<file path="config.mk">
export PLATFORM = sky130hd
export DESIGN_NAME = macreg_dpx
export DESIGN_NICKNAME = d
export VERILOG_FILES = /design/src/rtl/macreg_pkg.sv /design/src/rtl/macreg_regs.sv /design/src/rtl/macreg_mdio_io.sv /design/src/rtl/macreg_dpx_mon.sv /design/src/rtl/macreg_dpx.sv
export SDC_FILE = /design/constraint.sdc
export NUM_CORES = 1
export LEC_CHECK = 0
export BUFFER_PORTS_ARGS = -buffer_cell sky130_fd_sc_hd__buf_2
export CAP_MARGIN = 20
export CORE_ASPECT_RATIO = 1.1
export CORE_MARGIN = 4
export CORE_UTILIZATION = 55
export CTS_BUF_LIST = sky130_fd_sc_hd__clkbuf_16
export DETAILED_ROUTE_END_ITERATION = 6
export PLACE_DENSITY_LB_ADDON = 0.08
export SLEW_MARGIN = 20
export SYNTH_ARGS = -nofsm -noshare
export SYNTH_HDL_FRONTEND = slang
export SYNTH_SLANG_ARGS = --single-unit
export TNS_END_PERCENT = 50
</file>
<file path="constraint.sdc">
create_clock -name clk -period 4.25 [get_ports clk]
set_clock_uncertainty 0.2 [all_clocks]
set_input_delay 0.425 -clock clk [delete_from_list [all_inputs] [get_ports clk]]
set_output_delay 0.425 -clock clk [all_outputs]
set_load 0.01 [all_outputs]
</file>
<file path="src/rtl/macreg_pkg.sv">
package macreg_pkg;

    localparam int WORD_W     = 32;
    localparam int NUM_STORED = 11;

    typedef enum logic [3:0] {
        IX_STA0_LO = 4'd0,
        IX_STA0_HI = 4'd1,
        IX_STA1_LO = 4'd2,
        IX_STA1_HI = 4'd3,
        IX_GRP_LO  = 4'd4,
        IX_GRP_HI  = 4'd5,
        IX_GEN     = 4'd6,
        IX_RXC     = 4'd7,
        IX_TXC     = 4'd8,
        IX_ERRC    = 4'd9,
        IX_MGMT    = 4'd10,
        IX_STAT    = 4'd11
    } reg_ix_e;

    localparam logic [3:0] IX_LIMIT = 4'd12;

    localparam int MGMT_MDC_BIT = 2;
    localparam int RXC_FDX_BIT  = 7;
    localparam int GEN_EN_BIT   = 0;

    typedef struct packed {
        logic mdc;
        logic oe;
        logic dout;
    } mgmt_t;

    typedef struct packed {
        logic [47:0]       sta0;
        logic [47:0]       sta1;
        logic [63:0]       grp;
        logic [WORD_W-1:0] gen;
        logic [WORD_W-1:0] rx;
        logic [WORD_W-1:0] tx;
        mgmt_t             mgmt;
    } reg_view_t;

    // Station address high words keep only two bytes.
    function automatic logic [WORD_W-1:0] wr_mask(logic [3:0] ix);
        if (ix == IX_STA0_HI || ix == IX_STA1_HI)
            return 32'h0000_FFFF;
        return '1;
    endfunction

endpackage

</file>
<file path="src/rtl/macreg_regs.sv">
module macreg_regs
    import macreg_pkg::*;
#(
    parameter int ADDR_W = 8
) (
    input  logic              clk,
    input  logic              rst,
    input  logic              wr_en,
    input  logic [ADDR_W-1:0] wr_addr,
    input  logic [WORD_W-1:0] wr_data,
    input  logic [ADDR_W-1:0] rd_addr,
    output logic [WORD_W-1:0] rd_data,
    input  logic              line_lvl,
    output reg_view_t         view_o,
    output logic              chk_req
);

    logic [3:0]        wr_ix, rd_ix;
    logic              wr_dec, rd_dec, wr_hit;
    logic [WORD_W-1:0] word_q [NUM_STORED];
    logic              unused_lsbs;

    assign wr_ix  = wr_addr[5:2];
    assign rd_ix  = rd_addr[5:2];
    assign wr_dec = (wr_addr[ADDR_W-1:6] == '0) && (wr_ix < IX_LIMIT);
    assign rd_dec = (rd_addr[ADDR_W-1:6] == '0) && (rd_ix < IX_LIMIT);
    assign wr_hit = wr_en && wr_dec;
    assign unused_lsbs = ^{wr_addr[1:0], rd_addr[1:0]};

    for (genvar i = 0; i < NUM_STORED; i++) begin : g_word
        localparam logic [3:0] IX = 4'(i);
        logic [WORD_W-1:0] q;
        always_ff @(posedge clk) begin
            if (rst)
                q <= '0;
            else if (wr_hit && wr_ix == IX)
                q <= wr_data & wr_mask(IX);
        end
        assign word_q[i] = q;
    end

    always_comb begin
        rd_data = '0;
        if (rd_dec) begin
            if (rd_ix == IX_STAT)
                rd_data = {{(WORD_W-1){1'b0}}, line_lvl};
            else
                rd_data = word_q[rd_ix];
        end
    end

    // Check request: receive-control write or management clock level change.
    assign chk_req = wr_hit &&
        ((wr_ix == IX_RXC) ||
         (wr_ix == IX_MGMT &&
          wr_data[MGMT_MDC_BIT] != word_q[IX_MGMT][MGMT_MDC_BIT]));

    assign view_o.sta0 = {word_q[IX_STA0_HI][15:0], word_q[IX_STA0_LO]};
    assign view_o.sta1 = {word_q[IX_STA1_HI][15:0], word_q[IX_STA1_LO]};
    assign view_o.grp  = {word_q[IX_GRP_HI], word_q[IX_GRP_LO]};
    assign view_o.gen  = word_q[IX_GEN];
    assign view_o.rx   = word_q[IX_RXC];
    assign view_o.tx   = word_q[IX_TXC];
    assign view_o.mgmt = mgmt_t'(word_q[IX_MGMT][2:0]);

    AST_UNDEC_IGNORED: assert property (@(posedge clk) disable iff (rst)
        (wr_en && !wr_dec) |=> $stable(view_o));

endmodule

</file>
<file path="src/rtl/macreg_mdio_io.sv">
module macreg_mdio_io
    import macreg_pkg::*;
(
    input  mgmt_t mgmt,
    input  logic  mdio_in,
    output logic  mdc,
    output logic  mdio_out,
    output logic  mdio_oe,
    output logic  line_lvl
);

    assign mdc      = mgmt.mdc;
    assign mdio_out = mgmt.dout;
    assign mdio_oe  = mgmt.oe;
    assign line_lvl = mgmt.oe ? mgmt.dout : mdio_in;

endmodule

</file>
<file path="src/rtl/macreg_dpx_mon.sv">
module macreg_dpx_mon (
    input  logic clk,
    input  logic rst,
    input  logic chk_req,
    input  logic mac_en,
    input  logic mac_fdx,
    input  logic phy_fdx,
    output logic mismatch,
    output logic changed
);

    logic pend_q;
    logic verdict;

    assign verdict = mac_fdx ^ phy_fdx;

    always_ff @(posedge clk) begin
        if (rst) begin
            pend_q   <= 1'b0;
            mismatch <= 1'b0;
            changed  <= 1'b0;
        end else begin
            pend_q  <= chk_req;
            changed <= 1'b0;
            if (pend_q && mac_en) begin
                mismatch <= verdict;
                changed  <= (verdict != mismatch);
            end
        end
    end

    AST_MM_HOLD: assert property (@(posedge clk) disable iff (rst)
        !(pend_q && mac_en) |=> $stable(mismatch));

    AST_MM_EVAL: assert property (@(posedge clk) disable iff (rst)
        (pend_q && mac_en) |=> (mismatch == $past(mac_fdx != phy_fdx)));

    AST_CHG_REAL: assert property (@(posedge clk) disable iff (rst)
        changed |-> (mismatch != $past(mismatch)));

endmodule

</file>
<file path="src/rtl/macreg_dpx.sv">
module macreg_dpx
    import macreg_pkg::*;
#(
    parameter int ADDR_W = 8
) (
    input  logic              clk,
    input  logic              rst,
    input  logic              wr_en,
    input  logic [ADDR_W-1:0] wr_addr,
    input  logic [31:0]       wr_data,
    input  logic [ADDR_W-1:0] rd_addr,
    output logic [31:0]       rd_data,
    input  logic              mdio_in,
    input  logic              phy_fdx,
    output logic              mdc,
    output logic              mdio_out,
    output logic              mdio_oe,
    output logic [47:0]       sta0_addr,
    output logic [47:0]       sta1_addr,
    output logic [63:0]       grp_table,
    output logic [31:0]       gen_ctrl,
    output logic [31:0]       rx_ctrl,
    output logic [31:0]       tx_ctrl,
    output logic              dpx_mismatch,
    output logic              dpx_changed
);

    reg_view_t view;
    logic      line_lvl;
    logic      chk_req;

    macreg_regs #(.ADDR_W(ADDR_W)) u_regs (
        .clk      (clk),
        .rst      (rst),
        .wr_en    (wr_en),
        .wr_addr  (wr_addr),
        .wr_data  (wr_data),
        .rd_addr  (rd_addr),
        .rd_data  (rd_data),
        .line_lvl (line_lvl),
        .view_o   (view),
        .chk_req  (chk_req)
    );

    macreg_mdio_io u_mdio (
        .mgmt     (view.mgmt),
        .mdio_in  (mdio_in),
        .mdc      (mdc),
        .mdio_out (mdio_out),
        .mdio_oe  (mdio_oe),
        .line_lvl (line_lvl)
    );

    macreg_dpx_mon u_mon (
        .clk      (clk),
        .rst      (rst),
        .chk_req  (chk_req),
        .mac_en   (view.gen[GEN_EN_BIT]),
        .mac_fdx  (view.rx[RXC_FDX_BIT]),
        .phy_fdx  (phy_fdx),
        .mismatch (dpx_mismatch),
        .changed  (dpx_changed)
    );

    assign sta0_addr = view.sta0;
    assign sta1_addr = view.sta1;
    assign grp_table = view.grp;
    assign gen_ctrl  = view.gen;
    assign rx_ctrl   = view.rx;
    assign tx_ctrl   = view.tx;

    AST_MDC_FOLLOWS: assert property (@(posedge clk) disable iff (rst)
        (wr_en && wr_addr[ADDR_W-1:2] == ADDR_W'(IX_MGMT)) |=> (mdc == $past(wr_data[2])));

    AST_STATUS_UPPER: assert property (@(posedge clk) disable iff (rst)
        (rd_addr[ADDR_W-1:2] == ADDR_W'(IX_STAT)) |-> (rd_data[31:1] == '0));

endmodule

</file>
Word level (Yosys, flattened, before mapping)
Index checks and enable logic that the tools add are counted.
{ "totals": {"ff_bits": 323, "in_bits": 53, "out_inout_bits": 293} }
{ "classes": {"mux": 6, "eq_ne": 13, "reduce_logical": 22, "order_cmp": 3, "bitwise": 3} }
{ "ops": {"columns": ["op", "count"], "rows": [
  ["32-bit binary-select mux with 4-bit select", 1],
  ["32-bit 2-to-1 mux", 4],
  ["1-bit logical AND", 17],
  ["4-bit by 3-bit equality test with 1-bit output, second input constant", 4],
  ["4-bit equality test, second input constant", 4],
  ["4-bit by 2-bit equality test with 1-bit output, second input constant", 2],
  ["4-bit < comparator, second input constant", 2],
  ["5-bit greater-or-equal comparator, second input constant", 1],
  ["4-bit NOT with 5-bit output", 1],
  ["4-bit by 1-bit equality test with 1-bit output, second input constant", 1],
  ["2-bit logical NOT", 2],
  ["4-bit logical NOT", 1],
  ["1-bit inequality test", 2],
  ["2-bit OR reduction", 1],
  ["1-bit logical OR", 1],
  ["1-bit 2-to-1 mux", 1],
  ["1-bit NOT", 1],
  ["1-bit bitwise XOR", 1]
]} }

Depth between registers and ports, before layout
Gate-level depths: netlist of the first run.
{ "logic_depth": {"ltp_word": 6, "ltp_mapped": 8, "mapped_depth_nobuf": 4} }

Hierarchy
Synthesis of the first run repeated with hierarchy kept, for this count alone.
{ "unflattened": {"hier_cells": 1721, "hier_area_um2": 13955.9} }
{ "by_module_without_submodules": {"columns": ["mod", "area_per_inst_um2", "cells_per_inst", "n_inst", "seq_area_each_um2"], "rows": [
  ["macreg_regs", 13799.5, 1707, 1, 6406.1],
  ["macreg_dpx_mon", 118.9, 10, 1, 60.1],
  ["macreg_mdio_io", 37.5, 4, 1, 0.0]
]} }

Worst setup path before layout of the first run
Ideal clock, no wire load.
{ "synth_path": {"path_type": "input -> output", "from": "in rd_addr[2]", "to": "out rd_data[10]", "path_buffers": 4, "required_time_ns": 3.625, "stages": 7, "arrival_ns": 1.859, "slack_ns": 1.766, "cell_sequence": "buf_2 buf_4 inv_1 buf_2 clkbuf_1 o22ai_1 o31ai_1"} }
{ "synth_via": {"elab_chain_len": 6, "elab_cells_between_ends": 9, "cone_classes": "order compare (1); eq/ne (1); mux (5); bitwise (1); reduce/logical (1)"} }
{ "synth_lines": {"columns": ["item", "line", "source"], "rows": [
  ["start, declared", "macreg_dpx.sv:11", "input logic [ADDR_W-1:0] rd_addr,"],
  ["4-bit NOT with 5-bit output (not written as such)", "macreg_regs.sv:48", "rd_data = word_q[rd_ix];"],
  ["32-bit binary-select mux with 4-bit select", "macreg_regs.sv:48", null],
  ["32-bit 2-to-1 mux (not written as such) (2 in series)", "macreg_regs.sv:48", null],
  ["32-bit 2-to-1 mux", "macreg_regs.sv:45", "if (rd_ix == IX_STAT)"],
  ["32-bit 2-to-1 mux (*)", "macreg_regs.sv:44", "if (rd_dec) begin"],
  ["end, declared", "macreg_dpx.sv:12", "output logic [31:0] rd_data,"]
]} }
Mark *: on every way between the ends. The rest lies on a longest branch, timed or not. The select of a mux whose other input is x is not followed.

Worst setup path after layout of the first run
{ "layout_path": {"from": "in rd_addr[2]", "to": "out rd_data[1]"} }
The elaborated chain is that of the path after synthesis.

==> impl_results.md, run 1 <==
- Outcome: complete, no violations
- Crit-path cells: buf_4, or2_1, buf_4, nor2_1, o31ai_1, buf_2
- Synth area leaders: dfxtp_1 47%, nand2_1 18%, a21oi_1 12%
- Peak supply drop: 0.417 mV
- CTS clock-pin slew for the worst setup and hold paths: 0.06 ns
- Reg area: 6470 sq um
- Number of global-route vias before repair: 12800
- Mux cell area share after synthesis: 0.0869
- Fillers: 2123
- Most used cell, CP: buf_4
- Quantity of hold-fixing buffers added after cts: 0
- Non-filler cells, final: 2352
- Sequential fraction of the synthesis area: 0.468
- Horiz. Die Dim: 159 microns
- Critical-path top delay cell: or2_1
- CP max stage delay: 0.79 ns
- TNS Setup: 0 ns
- Worst Slack Setup Final: 1.04 ns
- Post-Syn Area per Cell: 7.78 sq um
- Multi-input logic area: 6660 sq um
- Die height: 174 microns
- Max Slew Vio Count: 0
- Worst path required time: 3.62 ns
- Synth warn: 0
- Simple-Gate Fraction of Synth Area: 0.223
- Final hold violations: 0
- Final setup vio count: 0
- Worst Setup End Kind: output port
- # nets final: 2066
- Skew-Pair Late Insertion Delay: 0.51 ns
- P_leak: 6.64 nW
- Detailed-route DRC error count: 0
- Layout cells sized above 1: 0.226
- CTS root buf: clkbuf_16
- Grt ovf: 0
- Critical path's top delay family: buffers and inverters
- Largest family of logic cells by synthesized area: simple AND/OR/NAND/NOR gates
- Core ar.: 24600 sq um
- Post-Syn Nets: 1829
- Total track usage: 0.337
- Wire length per cell: 20.9 microns
- Final WL: 49100 microns
- Buffers on Ports: 341
- Vias per cell: 5.90
- Largest area contributor in the netlist: dfxtp_1
- Cell Pwr Density: 377 nW/um^2
- Clk sink count: 323
- Hold Path Class: in2reg
- Pre-CTS setup slack: 1.05 ns
- Detailed Route Iter0 Violations: 1470
- Fin crit period: 3.21 ns
- Cell Area, Placed: 15500 sq um
- Slew @ Worst Pin: 0.937 ns
- CP Data Arrival Time: 2.58 ns
- Area grow syn2layout: 19.9%
- TritonRoute pass-1 iters: 5
- Top-area cell type share of the netlist area: 0.468
- Max Root-Sink Buffers: 3
- Final Cell Area: 16600 sq um
- Startpoint Class: primary input
- Initial antenna violation count: 11
- FF+latch count, synth: 323
- Post-Synth Adder-Cell Area: 0
- Worst-path fanout max: 26
- Slew HR: 0.375
- Antenna-violating nets left: 0
- Ys flop type: dfxtp_1
- Post-DP HPWL: 32800 microns
- Cell variety after synth: 42
- Number of synthesized flops with an enable pin: 0
- IO Pins: 346
- Final period utilization: 0.754
- XOR/XNOR share of the synthesized area: 0.00127
- First-pass GRT wire length: 75100 microns
- Cell row count: 60
- Total of cells resized after clock tree synthesis: 0
- Vias: 13900
- Full die area: 27700 sq um
- Largest net degree at the start of global routing: 135
- H-tree lvl count: 2
- RSZ-0062 raised after global routing: false
- FFs w/ async S/R, synth: 0
- WS Path Type: in2out
- Cells after DPL: 2287
- Post-CTS Setup Bufs: 0
- CTS tree: yes
- Routability cong.: 0.907
- Num CTS Buffers: 34
- Mapped cell area: 13800 sq um
- Fmax: 312 MHz
- # Max-Cap Violations: 0
- Buf/Inv on CP: 3
- Synthesized netlist cell count: 1776
- Synth Area in Compound Gates: 0.168
- Initial Util: 0.561
per-layer routing:
metal	part of all wire	GRT usage	up-vias
met1	0.41	0.478	6530
met2	0.43	0.482	811
met3	0.14	0.116	112
li1	-	-	6410
met4	0.031	0.112	12
met5	0.0014	0	-
worst min-delay path, stage by stage:
cell and delay (ns):
buf_2 0.17, nand2_1 0.07, a21oi_1 0.05
cell usage after synthesis (2+ instances only):
library cell    n
a21oi_1       339
or2_2           2
nand3b_1        2
o31ai_1        15
dfxtp_1       323
clkbuf_1      128
buf_1           6
o32a_1         16
or3_1           2
o22ai_1        31
buf_2          32
inv_1           5
nand3_1        19
nor2b_1         4
a22oi_1        15
nand2_1       668
o21ai_0         2
mux2i_1        48
nor3_2          2
nor2_1         38
mux4_2         32
nor3_1          4
nand2b_1       17
and3_1          2
buf_4           6
nor3b_1         2
final cells by class:
cell class                 count  share of cell area
clock buffer                  37              0.0559
inverter                       5             0.00113
antenna                        5            0.000755
timing repair buffer         373               0.119
sequential                   323               0.390
clock inverter                23             0.00725
multi-input combinational   1276               0.402
tap                          310              0.0234
final timing paths:
path                               start                      to  slack (ns)  cells past startpoint
setup reg to reg   u_regs.g_word[7].q[7]           u_mon.changed        3.01                      3
hold / removal               wr_data[30]  u_regs.g_word[6].q[30]        0.06                      3
setup / recovery              rd_addr[2]              rd_data[1]        1.04                      6
hold reg to reg   u_regs.g_word[9].q[18]  u_regs.g_word[9].q[18]        0.25                      2
power by group:
part | internal (W) | switching [W] | leakage (nW) | total (W)
clock network | 0.00162 | 0.00120 | 0.540 | 0.00282
logic | 0.000103 | 0.000278 | 3.50 | 0.000380
registers | 0.00304 | 0.00000945 | 2.60 | 0.00305
total | 0.00476 | 0.00149 | 6.64 | 0.00625
sequential cells by signal, indices dropped and copies added, names as in the netlist:
register,flops
u_mon.changed,1
u_mon.mismatch,1
u_mon.pend_q,1
u_regs.g_word.q,320
per-stage QoR:
step	power, W	hold WS, ns	util
after global routing	0.00642	0.0708	0.673
after detailed placement	0.00348	0.243	0.630
after global placement	0.00348	0.238	0.630
after floorplan	0.00335	0.232	-
final	0.00625	0.0585	0.673
after CTS	0.00626	0.0383	0.672
cell usage in the layout, fill, tap and decap left out, drive strengths merged, types with 2 or more instances in the layout:
cell,netlist,routed
or3,2,2
nor3,7,7
a22oi,15,15
buf,44,373
inv,5,13
and2,2,2
clkinv,0,13
nand2b,17,17
diode,0,5
nor4b,2,2
o32a,16,16
or2,3,3
o31ai,15,15
and3,2,2
nand2,668,668
clkbuf,128,37
dfxtp,323,323
nor3b,2,2
o21ai,3,3
nor2b,4,4
mux2i,48,48
o22ai,31,31
nand3,19,19
a21oi,339,339
nand3b,2,2
mux4,32,32
nor2,38,38
cell families (layout without fill, tap and decap cells):
group	count (synthesis)	count (layout)
buf+inv	177	438
simple gates	771	771
compound gates	423	423
mux	80	80
xor+xnor	2	2
other cells	0	5
flops	323	323
Power figures use the tool's default switching activity.
==> inputs of run 2 (changes only) <==
--- a/config.mk
+++ b/config.mk
@@ -5,11 +5,12 @@
 export SDC_FILE = /design/constraint.sdc
 export NUM_CORES = 1
 export LEC_CHECK = 0
+export ABC_AREA = 1
 export BUFFER_PORTS_ARGS = -buffer_cell sky130_fd_sc_hd__buf_2
 export CAP_MARGIN = 20
 export CORE_ASPECT_RATIO = 1.1
 export CORE_MARGIN = 4
-export CORE_UTILIZATION = 55
+export CORE_UTILIZATION = 49
 export CTS_BUF_LIST = sky130_fd_sc_hd__clkbuf_16
 export DETAILED_ROUTE_END_ITERATION = 6
 export PLACE_DENSITY_LB_ADDON = 0.08
==> constraint.sdc (replaced) <==
create_clock -name clk -period 2.6 [get_ports clk]
set_clock_uncertainty 0.2 [all_clocks]
set_input_delay 0.26 -clock clk [delete_from_list [all_inputs] [get_ports clk]]
set_output_delay 0.26 -clock clk [all_outputs]
set_load 0.01 [all_outputs]
==> run 2 against run 1 <==
Count of clock-buffer cells in the layout is the same. Design area grew 7.5%. Global-route usage shrank 1.7 points. Non-clock buffer count grew 39. Clock power grew 70%. Final cell count grew 21%. Critical path type unchanged. Largest power group unchanged.
==> impl_results.md, run 2 <==
- Flop-to-flop setup slack: 1.39 ns (-1.62 ns)
- Number of global-route vias before repair: 14500 (+14%)
- Buf/Inv on CP: 3 (unchanged)
- Max Slew Vio Count: 0 (unchanged)
- Detailed Route Iter0 Violations: 1313 (-11%)
- Slew HR: 0.460 (+0.0850)
- Top-area cell type share of the netlist area: 0.442 (-0.0259)
- Post-DP HPWL: 36800 microns (+12%)
- Cell variety after synth: 31 (-26%)
- Most frequent cells in the layout: 498 x nand2_1, 397 x nor2_1, 339 x buf_2
- Fmax: 426 MHz
- Number of synthesized flops with an enable pin: 0 (unchanged)
- Count leader, synth: nand2_1
- Sw power: 0.00268 W (+80%)
- Final hold violations: 0 (unchanged)
- IO Pins: 346 (unchanged)
- # Max-Cap Violations: 0 (unchanged)
- Sequential fraction of the synthesis area: 0.442 (-0.0259)
- Mapped cell area: 14600 sq um (+5.9%)
- Skew-Pair Late Insertion Delay: 0.51 ns (about the same)
- Horiz. Die Dim: 173 microns (+8.6%)
- Final Cell Area: 17800 sq um (+7.5%)
- Vias per cell: 5.47 (-7.3%)
- H-tree lvl count: 2 (unchanged)
- CP Data Arrival Time: 1.89 ns (-0.69 ns)
- Final setup vio count: 0 (unchanged)
- Most common cell after layout, fill and taps aside: nand2_1
- Total track usage: 0.320 (-0.0172)
- Slew @ Worst Pin: 0.809 ns (-0.128 ns)
- Worst path required time: 2.14 ns (-1.48 ns)
- Peak supply drop: 0.522 mV (+25%)
- TritonRoute pass-1 iters: 6 (+1)
- Quantity of hold-fixing buffers added after cts: 33 (+33)
- Max reg flops: 320 (unchanged)
- CTS tree: yes
- Fin crit period: 2.35 ns
- Post-Syn Area per Cell: 6.68 sq um (-14%)
- # nets final: 2503 (+21%)
- Outcome: complete, no violations
- Initial Util: 0.496 (-0.0649)
- WS Path Type: in2out
- Clock group share of total power: 0.450 (about the same)
- Initial antenna violation count: 3 (-8)
- Worst hold path startpoint: wr_addr[3]
- Hold worst-path end: u_mon.pend_q
- RSZ-0062 raised after global routing: false
- RR Endpoint: u_mon.changed
- Post-CTS Setup Bufs: 0 (unchanged)
- Post-Syn Nets: 2242 (+23%)
- Ys flop type: dfxtp_1
- Max Root-Sink Buffers: 3 (unchanged)
- Critical-path top delay cell: a31o_2
- Logic pwr share: 0.083 (+0.022)
- Internal power: 0.00799 W (+68%)
- Reg2reg path depth: 4 (+1)
- Layout cells sized above 1: 0.180 (-0.0467)
- Routability cong.: 0.929 (+2.4%)
- Num CTS Buffers: 36 (+5.9%)
- Total of cells resized after clock tree synthesis: 0 (unchanged)
- Area grow syn2layout: 21.7%
- Full die area: 32700 sq um (+18%)
- Synthesized netlist cell count: 2189 (+23%)
- Final core utilization: 0.604 (-0.0687)
- TNS Setup: 0 ns (unchanged)
- Grt ovf: 0 (unchanged)
- Wire length per cell: 19.3 microns (-7.7%)
- Commonest cells post-synth: 498 x nand2_1, 398 x nor2_1, 323 x dfxtp_1, 234 x o21ai_0, 192 x a21oi_1
- Non-filler cells, final: 2848 (+21%)
- Crit Reg-Reg Startpoint: u_regs.g_word[7].q[7]
- Cell row count: 66 (+10%)
- Hold Path Class: in2reg
- Final period utilization: 0.902
- Detailed-route DRC error count: 0 (unchanged)
- Reg power frac: 0.468 (-0.020)
- Clk sink count: 323 (unchanged)
- Cells after DPL: 2753 (+20%)
- Synth area leaders: dfxtp_1 44%, nand2_1 13%, nor2_1 10%
- Largest net degree at the start of global routing: 100 (-26%)
- CTS root buf: clkbuf_16
- Vias: 15600 (+12%)
- Core ar.: 29500 sq um (+20%)
- Worst-path fanout max: 31 (+19%)
- Antenna-violating nets left: 0 (unchanged)
- CTS clock-pin slew for the worst setup and hold paths: 0.06 ns (about the same)
- Hold path depth: 5 (+2)
- Crit-path cells: buf_2, buf_4, a31o_2, a21oi_1, buf_2
- Startpoint Class: primary input
- FF+latch count, synth: 323 (unchanged)
- Cell Pwr Density: 600 nW/um^2 (+59%)
- Minimum hold slack: 0.0628 ns (+0.00427 ns)
- First-pass GRT wire length: 83500 microns (+11%)
- FFs w/ async S/R, synth: 0 (unchanged)
- Cell Area, Placed: 16400 sq um (+5.8%)
- Synth warn: 0 (unchanged)
- Final WL: 54900 microns (+12%)
- P_leak: 8.18 nW (+23%)
- Die height: 189 microns (+8.6%)
- Switching fraction of total power: 0.251 (+0.0129)
- Largest Register: u_regs.g_word.q
- Critical path's top delay family: compound AO/OA/AOI/OAI gates
- Largest area contributor in the netlist: dfxtp_1
- Worst Setup End Kind: output port
- Buffers on Ports: 341 (unchanged)
- CP max stage delay: 0.75 ns (-0.04 ns)
- Most used cell, CP: buf_2
==> run 2: layout make-up <==
type,instances,area (sq um)
Tap cell,374,468
Sequential cell,323,6470
Timing Repair Buffer,412,2480
Clock buffer,37,926
Clock inverter,23,146
Inverter,155,587
Antenna cell,2,5.00
Fill cell,2858,11700
Multi-Input combinational cell,1522,6730
==> run 2: through the flow <==
step	total power, W	setup slack [ns]
3_5_place_dp	0.00593	0.302
6_report	0.0107	0.255
5_1_grt	0.0110	0.153
3_3_place_gp	0.00593	0.323
2_1_floorplan	0.00562	0.855
4_1_cts	0.0107	0.276
==> run 2: cell families after synthesis <==
family                    Yosys count  synth area share
AOI/OAI and AO/OA                 516             0.188
and+or+nand+nor                  1004             0.271
xor gates and xnor gates            2           0.00120
DFF                               323             0.442
buffers and inverters             344            0.0982
==> run 2: how the worst max path moves through the flow <==
| stage | startpoint | to | slack (ns) | depth (start not counted) |
|---|---|---|---|---|
| 2_1_floorplan | rd_addr[3] | rd_data[10] | 0.86 | 7 |
| 3_3_place_gp | rd_addr[3] | rd_data[23] | 0.32 | 5 |
| 3_5_place_dp | rd_addr[3] | rd_data[23] | 0.30 | 5 |
| 4_1_cts | rd_addr[3] | rd_data[23] | 0.28 | 5 |
| 5_1_grt | rd_addr[3] | rd_data[23] | 0.15 | 5 |
| 6_report | rd_addr[3] | rd_data[23] | 0.25 | 5 |
==> run 2: power by group through the flow <==
| stage | Combinational (W) | Clock, W | Sequential (W) |
|---|---|---|---|
| after floorplan | 0.000509 | 0 | 0.00511 |
| after global placement | 0.000825 | 0 | 0.00510 |
| after detailed placement | 0.000832 | 0 | 0.00510 |
| after CTS | 0.000874 | 0.00485 | 0.00499 |
| after global routing | 0.000953 | 0.00506 | 0.00499 |
| final | 0.000881 | 0.00480 | 0.00499 |
==> run 2: layer usage <==
layer	global-route usage	part of all wire	vias to the layer above
met3	0.0711	0.081	166
met2	0.537	0.47	701
met5	0	0.00024	-
met4	0.182	0.059	2
li1	-	-	7503
met1	0.380	0.39	7197
==> run 2: tightest hold or removal path: stages <==
cell	delay, ns
buf_2	0.12
nand2_1	0.09
nor2_1	0.06
a31oi_1	0.13
nor2_1	0.06
